### src/rtl/mmu_abort_pkg.sv
package mmu_abort_pkg;
  localparam int REG_W    = 16;
  localparam int MODE_W   = 2;
  localparam int PAGE_W   = 3;
  localparam int ACC_W    = 3;
  // field positions decoded by the trap handler
  localparam int B_NONRES = 15;
  localparam int B_LENGTH = 14;
  localparam int B_RDONLY = 13;
  localparam int B_TRAP   = 12;
  localparam int B_SHLD_A = 11;
  localparam int B_SHLD_B = 10;
  localparam int MODE_LSB = 5;
  localparam int PAGE_LSB = 1;

  typedef enum logic [1:0] {
    FK_WPROT  = 2'd0,
    FK_READ   = 2'd1,
    FK_LENGTH = 2'd2,
    FK_NOMEM  = 2'd3
  } fault_kind_e;
endpackage

### src/rtl/mmu_abort_classify.sv
module mmu_abort_classify
  import mmu_abort_pkg::*;
#(
  parameter int VEC_W = 8,
  parameter logic [VEC_W-1:0] VEC_LEN = 8'o250,
  parameter logic [VEC_W-1:0] VEC_BUS = 8'o4
) (
  input  logic [1:0]       kind,
  input  logic [ACC_W-1:0] acc,
  output logic [2:0]       flags,   // {nonres, length, rdonly}
  output logic [VEC_W-1:0] vec
);
  logic acc_absent;
  assign acc_absent = (acc == ACC_W'(0)) || (acc == ACC_W'(4));

  always_comb begin
    flags = 3'b000;
    vec   = VEC_LEN;
    unique case (fault_kind_e'(kind))
      FK_WPROT:  flags = 3'b001;
      FK_READ:   flags = acc_absent ? 3'b100 : 3'b001;
      FK_LENGTH: flags = 3'b010;
      FK_NOMEM: begin
        flags = 3'b100;
        vec   = VEC_BUS;
      end
      default:   flags = 3'b000;
    endcase
  end
endmodule

### src/rtl/mmu_abort_bitop.sv
module mmu_abort_bitop
  import mmu_abort_pkg::*;
#(
  parameter int IDX_W = 5
) (
  input  logic [REG_W-1:0] cur,
  input  logic             set_en,
  input  logic             clr_en,
  input  logic [IDX_W-1:0] idx,
  output logic [REG_W-1:0] nxt
);
  for (genvar i = 0; i < REG_W; i++) begin : g_bit
    localparam bit SHIELD = (i == B_SHLD_A) || (i == B_SHLD_B);
    logic hit;
    assign hit = (idx == IDX_W'(i));
    if (SHIELD) begin : g_shield
      assign nxt[i] = (set_en && hit) ? 1'b1 : cur[i];
    end else begin : g_open
      assign nxt[i] = (set_en && hit) ? 1'b1 :
                      (!set_en && clr_en && hit) ? 1'b0 : cur[i];
    end
  end
endmodule

### src/rtl/mmu_abort_status.sv
module mmu_abort_status
  import mmu_abort_pkg::*;
#(
  parameter int VEC_W = 8,
  parameter logic [VEC_W-1:0] VEC_LEN = 8'o250,
  parameter logic [VEC_W-1:0] VEC_BUS = 8'o4,
  parameter int IDX_W = 5
) (
  input  logic              clk,
  input  logic              rst,
  input  logic              flt_valid,
  input  logic [1:0]        flt_kind,
  input  logic [2:0]        flt_acc,
  input  logic [1:0]        flt_mode,
  input  logic [2:0]        flt_page,
  input  logic              trap_entry,
  input  logic              trap_is_trap,
  input  logic              sw_wr,
  input  logic [15:0]       sw_wdata,
  input  logic              bit_set,
  input  logic              bit_clr,
  input  logic [IDX_W-1:0]  bit_idx,
  output logic [15:0]       status,
  output logic              vec_req,
  output logic [VEC_W-1:0]  vec_num,
  output logic              pdr_mark,
  output logic [2:0]        pdr_page,
  output logic [1:0]        pdr_mode
);
  logic [2:0]       cls_flags;
  logic [VEC_W-1:0] cls_vec;
  logic [REG_W-1:0] after_bit;
  logic [REG_W-1:0] st_nxt;
  logic             locked;
  logic             capture;

  mmu_abort_classify #(
    .VEC_W(VEC_W), .VEC_LEN(VEC_LEN), .VEC_BUS(VEC_BUS)
  ) u_cls (
    .kind (flt_kind),
    .acc  (flt_acc),
    .flags(cls_flags),
    .vec  (cls_vec)
  );

  mmu_abort_bitop #(.IDX_W(IDX_W)) u_bit (
    .cur   (status),
    .set_en(bit_set),
    .clr_en(bit_clr),
    .idx   (bit_idx),
    .nxt   (after_bit)
  );

  assign locked  = |status[B_NONRES:B_RDONLY];
  assign capture = flt_valid && !locked && !sw_wr;

  always_comb begin
    st_nxt = after_bit;
    if (capture) begin
      st_nxt[B_NONRES:B_RDONLY]          = cls_flags;
      st_nxt[MODE_LSB+MODE_W-1:MODE_LSB] = flt_mode;
      st_nxt[PAGE_LSB+PAGE_W-1:PAGE_LSB] = flt_page;
    end
    if (trap_entry) st_nxt[B_TRAP] = trap_is_trap;
    if (sw_wr)      st_nxt = sw_wdata;
  end

  always_ff @(posedge clk) begin
    if (rst) begin
      status   <= '0;
      vec_req  <= 1'b0;
      vec_num  <= '0;
      pdr_mark <= 1'b0;
      pdr_page <= '0;
      pdr_mode <= '0;
    end else begin
      status   <= st_nxt;
      vec_req  <= capture;
      pdr_mark <= capture;
      if (capture) begin
        vec_num  <= cls_vec;
        pdr_page <= flt_page;
        pdr_mode <= flt_mode;
      end
    end
  end
endmodule

### config.mk
export PLATFORM = sky130hd
export DESIGN_NAME = mmu_abort_status
export DESIGN_NICKNAME = d
export VERILOG_FILES = /design/src/rtl/mmu_abort_pkg.sv /design/src/rtl/mmu_abort_classify.sv /design/src/rtl/mmu_abort_bitop.sv /design/src/rtl/mmu_abort_status.sv
export SDC_FILE = /design/constraint.sdc
export NUM_CORES = 1
export LEC_CHECK = 0
export BUFFER_PORTS_ARGS = -buffer_cell sky130_fd_sc_hd__buf_2
export CORE_MARGIN = 2
export CORE_UTILIZATION = 35
export DETAILED_ROUTE_END_ITERATION = 6
export GPL_ROUTABILITY_DRIVEN = 0
export HOLD_SLACK_MARGIN = 0.06
export RECOVER_POWER = 50
export SLEW_MARGIN = 0
export SYNTH_ARGS = -nofsm -noshare
export SYNTH_HDL_FRONTEND = slang
export SYNTH_HIERARCHICAL = 1
export SYNTH_SLANG_ARGS = --single-unit
### constraint.sdc
create_clock -name clk -period 2.1 [get_ports clk]
set_input_delay 0.105 -clock clk [delete_from_list [all_inputs] [get_ports clk]]
set_output_delay 0.105 -clock clk [all_outputs]
set_load 0.02 [all_outputs]
# --- Word level (Yosys, flattened, before mapping) ---
# Index checks and enable logic that the tools add are counted.
# W data, S select, Z words.
totals:
  ff_bits: 30
  in_bits: 39
  elab_cells: 134
classes:
  eq_ne: 19
  mux: 38
  n_reduce_logical: 57
op_table:
  columns: ["cell", "count"]
  rows:
  - ["$eq A5 B4 Y1 const B", 8]
  - ["$reduce_bool A4 Y1", 9]
  - ["$logic_and A1 B1 Y1", 33]
  - ["$mux W1", 31]
  - ["$eq A5 B3 Y1 const B", 4]
  - ["$mux W16", 1]
  - ["$reduce_bool A3 Y1", 5]
  - ["$pmux W3 S4", 1]
  - ["$eq A5 B2 Y1 const B", 2]
  - ["$mux W3", 3]
  - ["$mux W8", 1]
  - ["$eq A5 B1 Y1 const B", 1]
  - ["$logic_not A5 Y1", 1]
  - ["$eq A2 B2 Y1 const B", 2]
  - ["$reduce_bool A2 Y1", 2]
  - ["$eq A3 B3 Y1 const B", 1]
  - ["$logic_not A1 Y1", 3]
  - ["$logic_not A3 Y1", 1]
  - ["$reduce_or A3 Y1", 1]
  - ["$eq A2 B1 Y1 const B", 1]
  - ["$logic_not A2 Y1", 1]
  - ["$mux W2", 1]
  - ["$logic_or A1 B1 Y1", 1]

# --- Logic depth before layout (Yosys ltp) ---
depth:
  ltp_word: 7
  ltp_mapped: 7
  mapped_depth_nobuf: 6

# --- By module ---
# Netlist, hierarchy kept.
modules_own_cells:
  columns: ["mod", "n_inst", "cells_each", "area_each_um2"]
  rows:
  - ["mmu_abort_status", 1, 135, 1367.6]
  - ["mmu_abort_bitop", 1, 49, 309.0]
  - ["mmu_abort_classify", 1, 13, 81.3]

# --- Least setup slack after synthesis ---
# No wires, ideal clock.
synth_path:
  path_type: "register to register"
  from: "register status[14]"
  to: "register status[1]"
  arrival_ns: 1.308
  t_required_ns: 1.964
  slack_ns: 0.656
  path_stages_with_launch: 5
  period_less_slack_ns: 1.444
  cell_sequence: "dfxtp_1 or4b_4 buf_6 nor3_2 a2111oi_2"
synth_between:
  elab_chain_len: 6
  elab_cells_between_ends: 7
synth_lines:
  columns: ["element", "line", "source"]
  rows:
  - ["start, declared", "mmu_abort_status.sv:23", "output logic [15:0] status,"]
  - ["start signal, assigned", "mmu_abort_status.sv:77", "status <= st_nxt;"]
  - ["$reduce_or A3 Y1 (*)", "mmu_abort_status.sv:54", "assign locked = |status[B_NONRES:B_RDONLY];"]
  - ["$logic_not A1 Y1 (*)", "mmu_abort_status.sv:55", "assign capture = flt_valid && !locked && !sw_wr;"]
  - ["$logic_and A1 B1 Y1 (*) (2 in a row)", "mmu_abort_status.sv:55", null]
  - ["$mux W3", "mmu_abort_status.sv:59", "if (capture) begin"]
  - ["$mux W16", "mmu_abort_status.sv:65", "if (sw_wr) st_nxt = sw_wdata;"]
# Mark *: on every way between the ends. The rest lies on a longest branch, timed or not.
# A chain may end at the register's enable or synchronous reset.

# --- Worst setup path in the final report ---
layout_path:
  from: "input port sw_wr"
  to: "register status[15]"
layout_between:
  elab_chain_len: 4
  elab_cells_between_ends: 5
layout_lines:
  columns: ["element", "line", "source"]
  rows:
  - ["start, declared", "mmu_abort_status.sv:18", "input logic sw_wr,"]
  - ["$logic_not A1 Y1", "mmu_abort_status.sv:55", null]
  - ["$logic_and A1 B1 Y1", "mmu_abort_status.sv:55", null]
  - ["$mux W3", "mmu_abort_status.sv:59", null]
  - ["$mux W16", "mmu_abort_status.sv:65", null]
# Parallel ways exist; a longest one is shown, timed or not.

==> impl_metrics.toml <==
[cts]
tritoncts = "yes"
cts_max_path_buffers = 2
tritoncts.num_buffers = 5
root_buffer = "clkbuf_8"
htree_levels = 2
clk_latency_ps = 280
path_clk_slew_ps = 60
clock_sinks = 30

[sta]
max-slew-margin-rel_pct = 27.3
min_period_over_period_pct = 79.4
finalHoldViolations = 0
fmax_mhz = 600
finalSetupViolCount = 0
tightest_slew_ps = 1090
tns_ps = 0
min_period_ps = 1670
finalMaxSlewViolations = 0
rsz0062_at_grt = "false"
skew_ps = 7.19

[logic_synthesis]
mappedNetlistArea_um2 = 1760
ys_seq_area_share_pct = 34.2
ys_ff_latch = 30
postSynthAreaPerCell_um2 = 8.92
synth_warnings = 6
syn_inst = 197
synth.distinct_cells = 36
synth.area.top_cells = "dfxtp_1 34%, nand3b_1 7.7%, o21ai_1 7.1%"
synth_top_area_cell = "dfxtp_1"
synth_top_area_share_pct = 34.2

[critical_path]
rr_startpoint = "status[14]$_SDFF_PP0_"
r2r_setup_slack_ps = 520
reg2reg_depth = 4
critPathTopFamily = "buffers and inverters"
crit_chain = "clkbuf_1, clkbuf_1, nor3_1, a2111oi_2"
timing.critical_path.mode_cell = "clkbuf_1"
startpoint_type = "primary input"
cp.arrival_ps = 1850
path_buf_inv = 2
reg2reg_to = "status[5]$_SDFF_PP0_"
cpMaxStageDelayCell = "clkbuf_1"
max_stage_delay_ps = 780
cp-end-kind = "flop"
path_class = "primary input to flop"
cp.required_ps = 2280
crit_path_max_fanout = 25

[routing]
dr.first_iter.drc_count = 90
via_per_inst = 5.02
num_vias = 1630
wl_per_cell_um = 13.3
drt-pass1-iter-count = 4
drc = 0
wl_mm = 4.32
ant_nets = 0

[global_routing]
grt_overflow = 0
grt_pass1_vias = 1490
antenna_found_initial = 0
grt_pass1_wl_mm = 6.82
grt_usage_pct = 16.2
grt_max_degree = 31

[layout]
final_cells = 325
final.fill_count = 511
layout.nets = 297
register_area_um2 = 601
multi_input_area_um2 = 945
drive_gt1_share_pct = 27.9
num_antenna_cells = 0
areaGrowthSynthToFinish_pct = 19.4

[job]
cap_violations = 0

[floorplanning]
core_um2 = 4790
chipHeight_um = 74.9
pin_count = 70
die_area_um2 = 5610
rows = 25
die_w_um = 74.9
start_util_pct = 36.7

[worst_hold_path]
min_path_type = "primary input to flop"
hp-start = "sw_wdata[10]"
holdPathEnd = "status[10]$_SDFF_PP0_"
hold_depth = 3

[placement]
io_buffers = 68
numPlacedInstances = 315
dpl.hpwl_mm = 3.11

[run_status]
outcome = "completed"

[pwr]
peakVddDrop_mv = 0.274
p_per_area_nw_per_um2 = 657
p_leak_nw = 0.802
-- worst register-to-register path: cells and delay by family, from the launching register on --
family | cells | cell delay [ps]
AOI/OAI and AO/OA | 1 | 440
buffers and inverters | 1 | 290
DFF | 1 | 360
and+or+nand+nor | 2 | 360
-- placed cells by master, fill, tap and decap left out, types with 2 or more instances in the layout --
| cell type | n |
|---|---|
| or3b_1 | 2 |
| o21ai_1 | 25 |
| a2111oi_0 | 2 |
| o21ai_2 | 7 |
| nand3_1 | 3 |
| nor2_1 | 9 |
| nor3_1 | 10 |
| clkbuf_8 | 5 |
| clkbuf_1 | 32 |
| inv_1 | 9 |
| o21ai_0 | 9 |
| nand2_1 | 2 |
| buf_4 | 3 |
| nor3_2 | 7 |
| mux2i_1 | 8 |
| buf_2 | 39 |
| a21oi_1 | 14 |
| dfxtp_1 | 30 |
| nand3b_1 | 18 |
| a2111oi_2 | 6 |
| conb_1 | 4 |
| dlygate4sd3_1 | 3 |
-- metrics by stage --
stage	total power, W	util (%)	hold slack (ps)	worst slack (ps)	cell area [µm²]
detailed placement	0.000970	42.5	348	488	2030
CTS	0.00141	44.7	60.4	501	2140
global route	0.00146	43.9	82.3	218	2100
floorplan	0.000883	-	197	656	1770
global placement	0.000966	42.5	342	476	2030
finish	0.00138	43.9	66.8	432	2100
-- Yosys cell counts, drive strengths merged --
cell type	instances
nand2	2
or3	1
conb	1
a2111oi	8
buf	19
or4b	1
nor4b	1
or3b	3
clkbuf	4
dfxtp	30
inv	9
nor2b	1
nand3	3
o21ai	41
nand3b	18
mux2	1
dlygate4sd1	1
o21bai	1
nor2	10
a41o	1
nor3b	1
mux2i	8
a21oi	14
nor3	17
o21a	1
-- cell families after synthesis --
logic type | Yosys count | synth area share (%)
AOI/OAI and AO/OA | 66 | 24.7
buffers and inverters | 33 | 12.7
DFF | 30 | 34.2
muxes | 9 | 5.20
other | 1 | 0.213
and+or+nand+nor | 58 | 23.0
-- flip-flops by register name (all words and copies together), names as in the netlist --
register / count
vec_num: 8
pdr_page: 3
status: 16
pdr_mode: 2
pdr_mark: 1
-- area by class of cell --
type | count | share of cell area (%)
Timing Repair Buffer | 75 | 17.2
Inverter | 9 | 1.61
Sequential cell | 30 | 28.6
Multi-Input combinational cell | 137 | 45.0
Tap cell | 67 | 3.99
Clock buffer | 7 | 3.64
-- power by group --
part | leakage [nW] | internal [W] | switching, W | total [W]
combinational | 0.517 | 0.000121 | 0.000198 | 0.000319
sequential | 0.247 | 0.000606 | 0.0000253 | 0.000631
clock | 0.0383 | 0.000228 | 0.000203 | 0.000430
-- routing by layer --
metal / part of all wire, % / track usage, %
met1: 45 / 19.8
met2: 46 / 26.4
met3: 6.7 / 4.95
met4: 1.9 / 6.75
met5: 0 / 0
-- worst max path at each step --
| stage | start | depth (start not counted) | to | slack (ps) |
|---|---|---|---|---|
| 2_1_floorplan | status[14]$_SDFF_PP0_ | 4 | status[1]$_SDFF_PP0_ | 660 |
| 3_3_place_gp | bit_idx[3] | 5 | status[5]$_SDFF_PP0_ | 480 |
| 4_1_cts | status[14]$_SDFF_PP0_ | 4 | status[5]$_SDFF_PP0_ | 500 |
| 3_5_place_dp | bit_idx[3] | 5 | status[5]$_SDFF_PP0_ | 490 |
| 6_report | sw_wr | 4 | status[15]$_SDFF_PP0_ | 430 |
| 5_1_grt | sw_wr | 4 | status[15]$_SDFF_PP0_ | 220 |
-- repair_timing --
action / in CTS / in global routing
hold buffers: 3 / 0
endpoints found under the hold margin: 3 / 0
resized for setup: 0 / 0
buffers inserted: 0 / 0
Power figures use the tool's default switching activity.
